File: src/rtl/uart_flag_pkg.sv
package uart_flag_pkg;

    // Receive flags, packed so that bit 0 is data-ready and bit 3 is parity.
    typedef struct packed {
        logic par_err;
        logic frm_err;
        logic ovr_err;
        logic ready;
    } rx_flags_t;

    // Control write word: bit 0 rx enable, bit 1 tx enable, bit 2 error keep.
    typedef struct packed {
        logic err_keep;
        logic tx_en;
        logic rx_en;
    } ctrl_word_t;

    localparam int CTRL_W   = 3;
    localparam int STATUS_W = 5;

    function automatic logic rx_cause(input rx_flags_t f);
        return f.ready | f.ovr_err | f.frm_err | f.par_err;
    endfunction

endpackage

File: src/rtl/uart_ctrl_reg.sv
module uart_ctrl_reg
    import uart_flag_pkg::*;
(
    input  logic                 clk,
    input  logic                 rst,
    input  logic                 we,
    input  logic [CTRL_W-1:0]    wdata,
    output logic                 rx_en,
    output logic                 tx_en,
    output logic                 err_clr
);
    ctrl_word_t word;
    assign word = ctrl_word_t'(wdata);

    always_ff @(posedge clk) begin
        if (rst) begin
            rx_en <= 1'b0;
            tx_en <= 1'b0;
        end else if (we) begin
            rx_en <= word.rx_en;
            tx_en <= word.tx_en;
        end
    end

    // Clear pulse only when a zero is written to the keep bit.
    assign err_clr = we & ~word.err_keep;
endmodule

File: src/rtl/uart_rx_flags.sv
module uart_rx_flags
    import uart_flag_pkg::*;
#(
    parameter int DATA_W = 8
) (
    input  logic              clk,
    input  logic              rst,
    input  logic              rx_done,
    input  logic [DATA_W-1:0] rx_char,
    input  logic              rx_ferr,
    input  logic              rx_perr,
    input  logic              rd,
    input  logic              err_clr,
    input  logic              ctrl_we,
    input  logic              keep_bit,
    output rx_flags_t         flags,
    output logic [DATA_W-1:0] data
);
    logic overrun_ev;
    logic load_ev;

    assign overrun_ev = rx_done & flags.ready & ~rd;
    assign load_ev    = rx_done & ~overrun_ev;

    always_ff @(posedge clk) begin
        if (rst) begin
            data <= '0;
        end else if (load_ev) begin
            data <= rx_char;
        end
    end

    // Each flag: set wins over clear.
    always_ff @(posedge clk) begin
        if (rst) begin
            flags <= '0;
        end else begin
            if (load_ev)      flags.ready <= 1'b1;
            else if (rd)      flags.ready <= 1'b0;

            if (overrun_ev)   flags.ovr_err <= 1'b1;
            else if (err_clr) flags.ovr_err <= 1'b0;

            if (rx_done && rx_ferr) flags.frm_err <= 1'b1;
            else if (err_clr)       flags.frm_err <= 1'b0;

            if (rx_done && rx_perr) flags.par_err <= 1'b1;
            else if (err_clr)       flags.par_err <= 1'b0;
        end
    end

    assert_ready_set_R2: assert property (@(posedge clk) disable iff (rst)
        (rx_done && !flags.ready) |=> (flags.ready && data == $past(rx_char)));

    assert_ready_clr_R3: assert property (@(posedge clk) disable iff (rst)
        (rd && !rx_done) |=> !flags.ready);

    assert_overrun_keep_R8: assert property (@(posedge clk) disable iff (rst)
        (rx_done && flags.ready && !rd) |=> (flags.ovr_err && $stable(data)));

    assert_err_clear_R4: assert property (@(posedge clk) disable iff (rst)
        (ctrl_we && !keep_bit && !rx_done) |=>
            (!flags.ovr_err && !flags.frm_err && !flags.par_err));

    assert_keep_noeffect_R9: assert property (@(posedge clk) disable iff (rst)
        (ctrl_we && keep_bit && !rx_done && !rd) |=> $stable(flags));
endmodule

File: src/rtl/uart_tx_flags.sv
module uart_tx_flags #(
    parameter int DATA_W = 8
) (
    input  logic              clk,
    input  logic              rst,
    input  logic              wr,
    input  logic [DATA_W-1:0] wdata,
    input  logic              tx_idle,
    input  logic              tx_loaded,
    output logic              empty,
    output logic              load_req,
    output logic [DATA_W-1:0] hold
);
    logic pending;

    always_ff @(posedge clk) begin
        if (rst) begin
            hold    <= '0;
            pending <= 1'b0;
            empty   <= 1'b1;
        end else begin
            if (wr) hold <= wdata;

            // A fresh write keeps data pending even if the old one was taken.
            if (wr)             pending <= 1'b1;
            else if (tx_loaded) pending <= 1'b0;

            if (tx_loaded)      empty <= 1'b1;
            else if (wr)        empty <= 1'b0;
        end
    end

    assign load_req = tx_idle & pending;

    assert_empty_set_R5: assert property (@(posedge clk) disable iff (rst)
        tx_loaded |=> empty);

    assert_empty_clr_R6: assert property (@(posedge clk) disable iff (rst)
        (wr && !tx_loaded) |=> (!empty && hold == $past(wdata)));
endmodule

File: src/rtl/uart_flag_irq.sv
module uart_flag_irq
    import uart_flag_pkg::*;
#(
    parameter int DATA_W = 8
) (
    input  logic                 clk,
    input  logic                 rst,
    input  logic                 rx_done,
    input  logic [DATA_W-1:0]    rx_char,
    input  logic                 rx_ferr,
    input  logic                 rx_perr,
    input  logic                 rx_rd,
    output logic [DATA_W-1:0]    rx_rdata,
    input  logic                 tx_we,
    input  logic [DATA_W-1:0]    tx_wdata,
    input  logic                 tx_idle,
    input  logic                 tx_loaded,
    output logic                 tx_load_req,
    output logic [DATA_W-1:0]    tx_char,
    input  logic                 ctrl_we,
    input  logic [CTRL_W-1:0]    ctrl_wdata,
    output logic [1:0]           ctrl_en,
    output logic [STATUS_W-1:0]  status,
    output logic                 irq_rx,
    output logic                 irq_tx
);
    logic      rx_en, tx_en, err_clr;
    rx_flags_t rxf;
    logic      tx_empty;

    uart_ctrl_reg u_ctrl (
        .clk     (clk),
        .rst     (rst),
        .we      (ctrl_we),
        .wdata   (ctrl_wdata),
        .rx_en   (rx_en),
        .tx_en   (tx_en),
        .err_clr (err_clr)
    );

    uart_rx_flags #(.DATA_W(DATA_W)) u_rx (
        .clk      (clk),
        .rst      (rst),
        .rx_done  (rx_done),
        .rx_char  (rx_char),
        .rx_ferr  (rx_ferr),
        .rx_perr  (rx_perr),
        .rd       (rx_rd),
        .err_clr  (err_clr),
        .ctrl_we  (ctrl_we),
        .keep_bit (ctrl_wdata[2]),
        .flags    (rxf),
        .data     (rx_rdata)
    );

    uart_tx_flags #(.DATA_W(DATA_W)) u_tx (
        .clk       (clk),
        .rst       (rst),
        .wr        (tx_we),
        .wdata     (tx_wdata),
        .tx_idle   (tx_idle),
        .tx_loaded (tx_loaded),
        .empty     (tx_empty),
        .load_req  (tx_load_req),
        .hold      (tx_char)
    );

    assign ctrl_en = {tx_en, rx_en};
    assign status  = {tx_empty, rxf};
    assign irq_rx  = rx_en & rx_cause(rxf);
    assign irq_tx  = tx_en & tx_empty;

    assert_rx_irq_off_R1: assert property (@(posedge clk) disable iff (rst)
        (ctrl_we && !ctrl_wdata[0]) |=> !irq_rx);

    assert_tx_irq_off_R7: assert property (@(posedge clk) disable iff (rst)
        (ctrl_we && !ctrl_wdata[1]) |=> !irq_tx);
endmodule

File: config.mk
export PLATFORM = sky130hd
export DESIGN_NAME = uart_flag_irq
export DESIGN_NICKNAME = d
export VERILOG_FILES = /design/src/rtl/uart_flag_pkg.sv /design/src/rtl/uart_ctrl_reg.sv /design/src/rtl/uart_rx_flags.sv /design/src/rtl/uart_tx_flags.sv /design/src/rtl/uart_flag_irq.sv
export SDC_FILE = /design/constraint.sdc
export NUM_CORES = 1
export LEC_CHECK = 0
export BUFFER_PORTS_ARGS = -buffer_cell sky130_fd_sc_hd__buf_2
export CAP_MARGIN = 10
export CORE_MARGIN = 1
export CORE_UTILIZATION = 45
export CTS_CLUSTER_DIAMETER = 200
export DETAILED_ROUTE_END_ITERATION = 7
export GPL_TIMING_DRIVEN = 0
export PLACE_DENSITY = 0.83
export SLEW_MARGIN = 10
export SYNTH_ARGS = -nofsm -noshare
export SYNTH_HDL_FRONTEND = slang
export SYNTH_SLANG_ARGS = --single-unit
File: constraint.sdc
create_clock -name clk -period 2.6 [get_ports clk]
set_input_delay 0.39 -clock clk [delete_from_list [all_inputs] [get_ports clk]]
set_output_delay 0.39 -clock clk [all_outputs]
set_load 0.03 [all_outputs]
; Yosys cells after proc, flatten, opt, wreduce, memory -nomap -nowiden
; Index checks and enable logic that the tools add are counted.
[word_totals]
inputBits = 29
elab_cells = 39
ff_bits = 24
out_inout_bits = 26
[classes]
n_mux = 8
n_bitwise = 13
reduce_logical = 8
[op_table]
columns = cell, count
row1 = $reduce_bool A2 Y1, 5
row2 = $mux W1, 8
row3 = $and A1 B1 Y1, 7
row4 = $not A1 Y1, 3
row5 = $or A1 B1 Y1, 3
row6 = $logic_and A1 B1 Y1, 2
row7 = $reduce_or A2 Y1, 1

; Logic depth before layout (Yosys ltp)
; Gate-level depths: netlist (run 1).
[depth]
ltp_word = 5
ltp_mapped = 4
depth_no_buf = 3

; Cells and area by module
; From an unflattened synthesis (run 1), not the netlist that was laid out.
[unflattened]
cells_unflattened = 95
hier_area_um2 = 977.2
[modules_own_cells]
columns = module, cells_each, instances, area_each_um2
row1 = uart_rx_flags, 50, 1, 506.7
row2 = uart_tx_flags, 33, 1, 356.6
row3 = uart_ctrl_reg, 7, 1, 73.8
row4 = uart_flag_irq, 5, 1, 40.0

; Worst setup path after synthesis (run 1)
; Ideal clock, no wire load.
[synth_timing]
path_kind = flip-flop to output port
from = register u_rx.flags[3] (netlist name)
to = output port irq_rx
arrival_ns = 1.006
slack_ns = 1.204
path_stages_with_launch = 2
required_ns = 2.210
path_buffers = 0
cell_sequence = dfxtp_1 o41a_2
[synth_between]
elab_chain_cells = 2
[synth_rtl]
columns = element, line
row1 = "start, declared", uart_rx_flags.sv:16  ; output rx_flags_t flags,
row2 = $or A1 B1 Y1, uart_flag_pkg.sv:22  ; return f.ready | f.ovr_err | f.frm_err | f.par_err;
row3 = $and A1 B1 Y1, uart_flag_irq.sv:70  ; assign irq_rx = rx_en & rx_cause(rxf);
row4 = "end, declared", uart_flag_irq.sv:24  ; output logic irq_rx,
; Every way passes these cells.

; Worst setup path after layout (run 1)
; Same ends and word-level chain as after synthesis.

==> flow_summary.yaml, run 1 <==
run_status:
  status: "finished, final reports clean"
synth:
  ys_types: 16
  synth_top_area_cell: "dfxtp_1"
  synth-seq-cells: 24
  yosysSeqAreaShare: 0.495
  synth_area_um2: 971
  yosys-top-cells-area: "dfxtp_1 49%, mux2i_1 19%, nand2b_1 11%, nor2_1 6.6%, a22oi_1 2.3%"
  synthCells: 96
  syn-num-nets: 125
  yosysWarnings: 0
  synth_top_cell_area_share: 0.495
  syn_avg_cell_area_um2: 10.1
placed_design:
  placed_area_um2: 1270
  port_buffers: 53
  dp_hpwl_mm: 1.59
  dp.cells: 176
  gp_congestion: 0.686
floorplanning:
  io_pins: 55
  die_h_um: 48.5
  design.core.area_um2: 2000
  dieArea_um2: 2350
  start_util: 0.485
  fp-row-count: 16
  die_w_um: 48.5
timing:
  fmax_mhz: 586
  hold_viol: 0
  rsz0062_at_grt: "no"
  setup_viol: 0
  drv_slew: 0
  setup_tns_ns: 0
  max_slew.worst_pin.slew_ns: 0.285
  min_period_ns: 1.71
  fin_skew_ns: 0.00163
  slew_headroom: 0.810
  fin_crit_sh: 0.657
route:
  drt_iter0_drc: 9
  drt_first_pass_iters: 4
  wirelength_mm: 1.98
  drt-wirelength-per-cell_um: 11.1
  vias: 835
  antenna_left: 0
  drc: 0
  viasPerCell: 4.66
clock_network:
  cts-root-buf: "clkbuf_4"
  cts_inserted_buffers: 3
  cts.hold.buffers_added: 0
  postCtsSetupBuffers: 0
  cts_max_path_buffers: 2
  cts_tree: "yes"
  clk_pin_slew_ns: 0.12
  cts_max_level: 1
  cts_sinks: 24
  post_cts_resized: 0
  clk_latency_ns: 0.30
critical_path:
  cp-end-kind: "output port"
  path_class: "flip-flop to output port"
  cp_slowest_cell: "o41a_2"
  critical_path.top_delay_family: "compound AO/OA/AOI/OAI gates"
  reg2reg_from: "u_rx.flags[0]$_SDFFE_PP0P_"
  critPathLaunchType: "flip-flop"
  arrival_ns: 1.32
  cp_max_fo: 3
  critical-path-max-stage-delay_ns: 0.49
  critPathBufInv: 1
  cp_data_required_time_ns: 2.21
  path_cells: "o41a_2 -> buf_2"
  crit_start: "u_rx.flags[3]$_SDFFE_PP0P_"
worst_hold_path:
  hold_class: "primary input to flip-flop"
  min_from: "tx_loaded"
power:
  leakage_nw: 0.693
  pwr-share-comb: 0.220
  net-switching-power_w: 0.000206
  peakVddDrop_mv: 0.309
  p_int_w: 0.000509
  sw_frac_of_total: 0.288
  p_seq_frac: 0.562
  power_per_cell_area_nw_per_um2: 553
  p_clk_frac: 0.218
cells_and_area:
  layout.cells.non_filler: 179
  area_delta_synth_final_pct: 33.1
  fillCellCount: 185
  drive_gt1_frac: 0.434
  nets: 183
  fin_area_um2: 1290
  n_antenna_cell: 0
  register_area_um2: 480
  multi_input_area_um2: 430
global_route:
  overflow: 0
  grt_pass1_vias: 805
  grt_pass1_wl_mm: 3.37
  grt_usage: 0.182
  grt_max_degree: 13
  antenna_found_initial: 0
run:
  maxCapViolCount: 0
-- registers in the layout, summed over array words and instances, names as in the netlist --
signal        cells
u_ctrl.rx_en      1
u_tx.hold         8
u_tx.empty        1
u_rx.flags        4
u_tx.pending      1
u_rx.data         8
u_ctrl.tx_en      1
-- power by group through the flow --
| stage | sequential [W] | combinational (W) | clock (W) |
|---|---|---|---|
| 2_1_floorplan | 0.000447 | 0.0000663 | 0 |
| 3_3_place_gp | 0.000409 | 0.000154 | 0 |
| 3_5_place_dp | 0.000410 | 0.000158 | 0 |
| 4_1_cts | 0.000402 | 0.000159 | 0.000161 |
| 5_1_grt | 0.000405 | 0.000170 | 0.000174 |
| 6_report | 0.000402 | 0.000157 | 0.000156 |
-- path summary, 6_finish.rpt --
| path | end | slack, ns | depth (start not counted) |
|---|---|---|---|
| hold reg to reg | u_rx.data[5]$_SDFFE_PP0P_ | 0.48 | 2 |
| setup / recovery | irq_rx | 0.89 | 2 |
| hold / removal | u_tx.empty$_SDFFE_PP1P_ | 0.28 | 3 |
| setup reg to reg | u_rx.data[4]$_SDFFE_PP0P_ | 1.57 | 4 |
-- placed cells by master (no fill, tap or decap), drive strengths merged --
master / count
dfxtp: 24
a22oi: 3
clkbuf: 4
and2: 2
buf: 60
nand2b: 17
mux2i: 18
nor2b: 2
o21ai: 1
inv: 2
o41a: 1
nor2: 17
a21oi: 1
-- kinds of logic (layout without fill, tap and decap cells) --
family / count (synthesis) / count (layout) / synth area share
and+or+nand+nor: 38 / 38 / 0.211
DFF: 24 / 24 / 0.495
muxes: 18 / 18 / 0.186
buffers and inverters: 10 / 66 / 0.0618
AOI/OAI and AO/OA: 6 / 6 / 0.0464
-- tightest hold or removal path: cells and delay by family --
kind / cells / cell delay [ns]
buffers and inverters: 1 / 0.09
AOI/OAI and AO/OA: 1 / 0.05
and+or+nand+nor: 1 / 0.03
-- cell type report --
cell class,instances,share of cell area
Clock buffer,3,0.0174
Buffer,8,0.0407
Timing Repair Buffer,53,0.205
Tap cell,27,0.0261
Sequential cell,24,0.372
Inverter,2,0.00581
Multi-Input combinational cell,62,0.333
-- layer usage --
| metal | up-vias | GRT usage | share of wire |
|---|---|---|---|
| met3 | 0 | 0.0377 | 0.054 |
| met1 | 385 | 0.214 | 0.42 |
| met5 | - | 0 | 0 |
| met4 | 0 | 0.0588 | 0 |
| met2 | 28 | 0.331 | 0.53 |
| li1 | 422 | - | - |
-- synth_stat cells --
library cell / number
and2_1: 2
a21oi_1: 1
nor2_1: 17
o21ai_0: 1
nand2b_1: 17
buf_4: 3
a22oi_1: 3
mux2i_1: 18
clkbuf_1: 1
inv_1: 2
dfxtp_1: 24
buf_6: 1
nor2b_4: 1
o41a_2: 1
nor2b_2: 1
buf_2: 3
-- stage by stage --
step | util | power, W | setup slack, ns | hold slack [ns]
after floorplan | - | 0.000514 | 1.20 | 0.448
after global placement | 0.634 | 0.000563 | 1.27 | 0.456
after detailed placement | 0.634 | 0.000569 | 1.24 | 0.466
after CTS | 0.646 | 0.000723 | 0.885 | 0.280
after global routing | 0.646 | 0.000749 | 0.855 | 0.295
final | 0.646 | 0.000715 | 0.892 | 0.284
Note: power is estimated with default switching activity, not from simulation.
==> inputs of run 2 (changes only) <==
--- a/config.mk
+++ b/config.mk
@@ -8,11 +8,11 @@
 export BUFFER_PORTS_ARGS = -buffer_cell sky130_fd_sc_hd__buf_2
 export CAP_MARGIN = 10
 export CORE_MARGIN = 1
-export CORE_UTILIZATION = 45
+export CORE_UTILIZATION = 38
 export CTS_CLUSTER_DIAMETER = 200
 export DETAILED_ROUTE_END_ITERATION = 7
 export GPL_TIMING_DRIVEN = 0
-export PLACE_DENSITY = 0.83
+export PLACE_DENSITY = 0.75
 export SLEW_MARGIN = 10
 export SYNTH_ARGS = -nofsm -noshare
 export SYNTH_HDL_FRONTEND = slang
==> constraint.sdc (replaced) <==
create_clock -name clk -period 1.4 [get_ports clk]
set_input_delay 0.21 -clock clk [delete_from_list [all_inputs] [get_ports clk]]
set_output_delay 0.21 -clock clk [all_outputs]
set_load 0.03 [all_outputs]
==> flow_summary.yaml, run 2 (synthesized netlist as in run 1, its figures left out) <==
run_status:
  status: "complete, but fails checks"
  violations: "setup timing"
timing:
  rsz0062_at_grt: "yes"
  hold_slack_ns: 0.101
  min_period_ns: 1.49
  drv_slew: 0
  slew_headroom: 0.804
  fin_ws_ns: -0.0873
  max_slew.worst_pin.slew_ns: 0.294
  fin_skew_ns: 0.00748
  hold_viol: 0
  fin_crit_sh: 1.06
  setup_viol: 1
  fmax_mhz: 672
  setup_tns_ns: -0.0873
critical_path:
  critPathLaunchType: "flip-flop"
  crit_start: "u_rx.flags[3]$_SDFFE_PP0P_"
  arrival_ns: 1.28
  path_cells: "o41a_2 -> buf_6"
  r2r_slack_ns: 0.40
  cp_max_fo: 2
  path_class: "flip-flop to output port"
  reg2reg_to: "u_rx.data[6]$_SDFFE_PP0P_"
  rr_worst_depth: 4
  critical-path-max-stage-delay_ns: 0.48
  cp_slowest_cell: "o41a_2"
  cp-end-kind: "output port"
  cp_data_required_time_ns: 1.19
  reg2reg_from: "u_rx.flags[0]$_SDFFE_PP0P_"
global_route:
  grt_busiest_layer: "met2"
  grt_max_degree: 15
  met2_usage: 0.293
  overflow: 0
  antenna_found_initial: 0
  grt_usage: 0.158
  grt_pass1_vias: 767
  gr-usage-met1: 0.168
  grt_util_met3: 0.0522
  grt_pass1_wl_mm: 3.17
cells_and_area:
  area_delta_synth_final_pct: 37.9
  finish.utilization: 0.577
  fillCellCount: 219
  drive_gt1_frac: 0.448
  nets: 184
  final_common_cell: "buf_2"
  layout_common_cells: "55 x buf_2, 23 x dfxtp_1, 18 x mux2i_1"
  layout.cells.non_filler: 182
  biggestRegsByFlops: "u_rx.data (8), u_tx.hold (8), u_rx.flags (4)"
  fin_area_um2: 1340
  n_antenna_cell: 0
placed_design:
  port_buffers: 53
  dp_hpwl_mm: 1.55
  gp_congestion: 0.745
  dp.cells: 177
  placed_area_um2: 1270
route:
  drt_first_pass_iters: 4
  vias: 831
  drc: 0
  wirelength_mm: 2.00
  drt_iter0_drc: 10
  drt-wirelength-per-cell_um: 11.0
  antenna_left: 0
  viasPerCell: 4.57
power:
  net-switching-power_w: 0.000401
  p_seq_frac: 0.486
  sw_frac_of_total: 0.261
  power_per_cell_area_nw_per_um2: 1150
  p_clk_frac: 0.323
  peakVddDrop_mv: 1.20
  p_int_w: 0.00114
  pwr-share-comb: 0.191
  leakage_nw: 0.713
floorplanning:
  start_util: 0.419
  die_w_um: 52.5
  die_h_um: 52.5
  io_pins: 55
  fp-row-count: 17
  dieArea_um2: 2760
  design.core.area_um2: 2320
clock_network:
  cts-root-buf: "clkbuf_4"
  cts_max_path_buffers: 2
  clk_latency_ns: 0.31
  cts_max_level: 1
  cts_tree: "yes"
  cts_sinks: 24
  cts_inserted_buffers: 3
  clk_pin_slew_ns: 0.13
  cts.hold.buffers_added: 0
worst_hold_path:
  holdPathEnd: "u_tx.empty$_SDFFE_PP1P_"
  min_from: "tx_loaded"
  hold_class: "primary input to flip-flop"
  hold_depth: 3
run:
  maxCapViolCount: 0
run 2: cell types whose count changed in the layout (fill, tap and decap cells not counted):
cell / previous run / this run
buf_6: 1 / 2
dfxtp_2: 0 / 1
buf_2: 56 / 55
dfxtp_1: 24 / 23
bufinv_16: 0 / 1
buf_4: 3 / 4
run 2: area by class of cell:
| class | count | area [um2] | area share |
|---|---|---|---|
| inverters | 2 | 7.51 | 0.00561 |
| flip-flops and latches | 24 | 482 | 0.360 |
| multi-input cells | 62 | 430 | 0.321 |
| well taps | 28 | 35.0 | 0.0262 |
| plain buffers | 8 | 52.6 | 0.0393 |
| repair buffers | 54 | 279 | 0.208 |
| clock inverters | 1 | 30.0 | 0.0224 |
| clock buffers | 3 | 22.5 | 0.0168 |
run 2: critical path, delay by kind of cell, from the launching register on:
family,cells,cell delay [ns]
AO/OA/AOI/OAI,1,0.48
flip-flops,1,0.34
buffers and inverters,1,0.15
run 2: stage by stage:
stage	setup WS, ns	total power [W]
2_1_floorplan	0.184	0.000954
5_1_grt	-0.130	0.00161
6_report	-0.0873	0.00154
3_3_place_gp	0.246	0.00105
4_1_cts	-0.0963	0.00155
3_5_place_dp	0.241	0.00106
run 2: metal layers:
metal | wire length (um) | part of all wire | vias up
li1 | - | - | 424
met1 | 850 | 0.43 | 381
met2 | 1040 | 0.52 | 24
met3 | 100 | 0.050 | 2
met4 | 10 | 0.0050 | 0
met5 | 0 | 0 | -
run 2: how the worst max path moves through the flow:
stage | to | cells past startpoint
final | irq_rx | 2
after global routing | irq_rx | 2
after CTS | irq_rx | 2
after detailed placement | irq_rx | 2
after global placement | irq_rx | 2
after floorplan | irq_rx | 1
run 2: timing repair:
| item | CTS | global route |
|---|---|---|
| setup buffers | 1 | 0 |
| setup endpoints to repair | 1 | 1 |
| pin swaps | 0 | 0 |
| gates resized for setup | 3 | 0 |
| hold endpoints to repair | 0 | 0 |
run 2: power by group through the flow:
stage	sequential, W	clock (W)	combinational [W]
floorplan	0.000831	0	0.000123
CTS	0.000749	0.000506	0.000298
detailed placement	0.000764	0	0.000292
finish	0.000748	0.000497	0.000294
global route	0.000754	0.000537	0.000318
global placement	0.000761	0	0.000286
==> inputs of run 3 (changes only) <==
--- a/config.mk
+++ b/config.mk
@@ -12,7 +12,7 @@
 export CTS_CLUSTER_DIAMETER = 200
 export DETAILED_ROUTE_END_ITERATION = 7
 export GPL_TIMING_DRIVEN = 0
-export PLACE_DENSITY = 0.75
+export PLACE_DENSITY = 0.73
 export SLEW_MARGIN = 10
 export SYNTH_ARGS = -nofsm -noshare
 export SYNTH_HDL_FRONTEND = slang
==> flow_summary.yaml, run 3 (synthesized netlist as in run 1, its figures left out) <==
global_route:
  grt_pass1_wl_mm: 3.08
  overflow: 0
  grt_max_degree: 15
  antenna_found_initial: 0
  grt_usage: 0.156
  grt_pass1_vias: 782
route:
  drt-wirelength-per-cell_um: 10.7
  antenna_left: 0
  drt_first_pass_iters: 4
  vias: 825
  drt_iter0_drc: 3
  drc: 0
  viasPerCell: 4.51
  wirelength_mm: 1.96
clock_network:
  cts_sinks: 24
  cts_max_path_buffers: 2
  clk_latency_ns: 0.30
  cts_max_level: 1
  clk_pin_slew_ns: 0.13
  cts-root-buf: "clkbuf_4"
  cts.hold.buffers_added: 0
  cts_tree: "yes"
  cts_inserted_buffers: 3
run_status:
  violations: "setup timing"
  status: "complete, but fails checks"
cells_and_area:
  finish.utilization: 0.586
  biggestRegsByFlops: "u_rx.data (8), u_tx.hold (8), u_rx.flags (4)"
  fillCellCount: 227
  layout_common_cells: "55 x buf_2, 21 x dfxtp_1, 18 x mux2i_1"
  final_common_cell: "buf_2"
  nets: 185
  area_delta_synth_final_pct: 39.8
  n_antenna_cell: 0
  drive_gt1_frac: 0.465
power:
  total_power_w: 0.00154
  power_per_cell_area_nw_per_um2: 1130
  leakage_nw: 0.716
  peakVddDrop_mv: 0.817
critical_path:
  path_class: "flip-flop to output port"
  critPathLaunchType: "flip-flop"
  reg2reg_to: "u_rx.data[7]$_SDFFE_PP0P_"
  r2r_slack_ns: 0.27
  cp_max_fo: 2
  rr_worst_depth: 5
  arrival_ns: 1.27
  reg2reg_from: "u_rx.flags[0]$_SDFFE_PP0P_"
  crit_start: "u_rx.flags[0]$_SDFFE_PP0P_"
  cp_data_required_time_ns: 1.19
  cp-end-kind: "output port"
timing:
  fin_skew_ns: 0.000380
  min_period_ns: 1.48
  fin_ws_ns: -0.0844
  rsz0062_at_grt: "yes"
  fin_crit_sh: 1.06
  hold_viol: 0
  fmax_mhz: 674
  max_slew.worst_pin.slew_ns: 0.305
  hold_slack_ns: 0.108
  setup_viol: 1
  slew_headroom: 0.797
  drv_slew: 0
floorplanning:
  design.core.area_um2: 2320
  die_w_um: 52.5
  dieArea_um2: 2760
  fp-row-count: 17
  die_h_um: 52.5
  io_pins: 55
  start_util: 0.419
worst_hold_path:
  hold_depth: 3
  hold_class: "primary input to flip-flop"
  holdPathEnd: "u_tx.empty$_SDFFE_PP1P_"
  min_from: "tx_loaded"
run:
  maxCapViolCount: 0
placed_design:
  dp_hpwl_mm: 1.55
  port_buffers: 53
  gp_congestion: 0.672
  place_ws_ns: 0.219
==> run 3: critical path: stages, from the launching register on <==
cell	delay, ns
dfxtp_2	0.35
o41a_4	0.48
buf_6	0.14
==> run 3: how the worst max path moves through the flow <==
stage	endpoint	slack [ns]	depth (start not counted)
2_1_floorplan	irq_rx	0.18	1
3_3_place_gp	irq_rx	0.25	2
3_5_place_dp	irq_rx	0.22	2
4_1_cts	irq_rx	-0.1	2
5_1_grt	irq_rx	-0.13	2
6_report	irq_rx	-0.08	2
==> run 3: through the flow <==
step / TNS [ns] / instances / instance area (um2)
2_1_floorplan: 0 / 96 / 971
3_3_place_gp: 0 / 177 / 1270
3_5_place_dp: 0 / 177 / 1270
4_1_cts: -0.0953 / 183 / 1350
5_1_grt: -0.127 / 183 / 1360
6_report: -0.0844 / 183 / 1360
==> run 3: power by group <==
part	internal [W]	total, W	switching [W]
Combinational	0.000127	0.000300	0.000173
Sequential	0.000726	0.000749	0.0000229
Clock	0.000289	0.000487	0.000198
Total	0.00114	0.00154	0.000394
==> run 3: layout make-up <==
| type | count | area (um2) | area share |
|---|---|---|---|
| Buffer | 8 | 52.6 | 0.0387 |
| Inverter | 2 | 7.51 | 0.00553 |
| Clock buffer | 3 | 22.5 | 0.0166 |
| Clock inverter | 1 | 30.0 | 0.0221 |
| Multi-Input combinational cell | 62 | 439 | 0.324 |
| Sequential cell | 24 | 484 | 0.357 |
| Tap cell | 28 | 35.0 | 0.0258 |
| Timing Repair Buffer | 55 | 287 | 0.211 |
==> run 3: timing repair <==
action | in CTS | in global routing
buffers inserted | 2 | 0
setup endpoints to repair | 1 | 1
pin swaps | 1 | 0
resized for setup | 5 | 1
cloned | 0 | 0
==> run 3: per-layer routing <==
layer | vias up | track usage | wire length, um
li1 | 425 | - | -
met1 | 370 | 0.176 | 857
met2 | 25 | 0.276 | 1000
met3 | 5 | 0.0261 | 63
met4 | 0 | 0.0789 | 32
met5 | - | 0 | 0
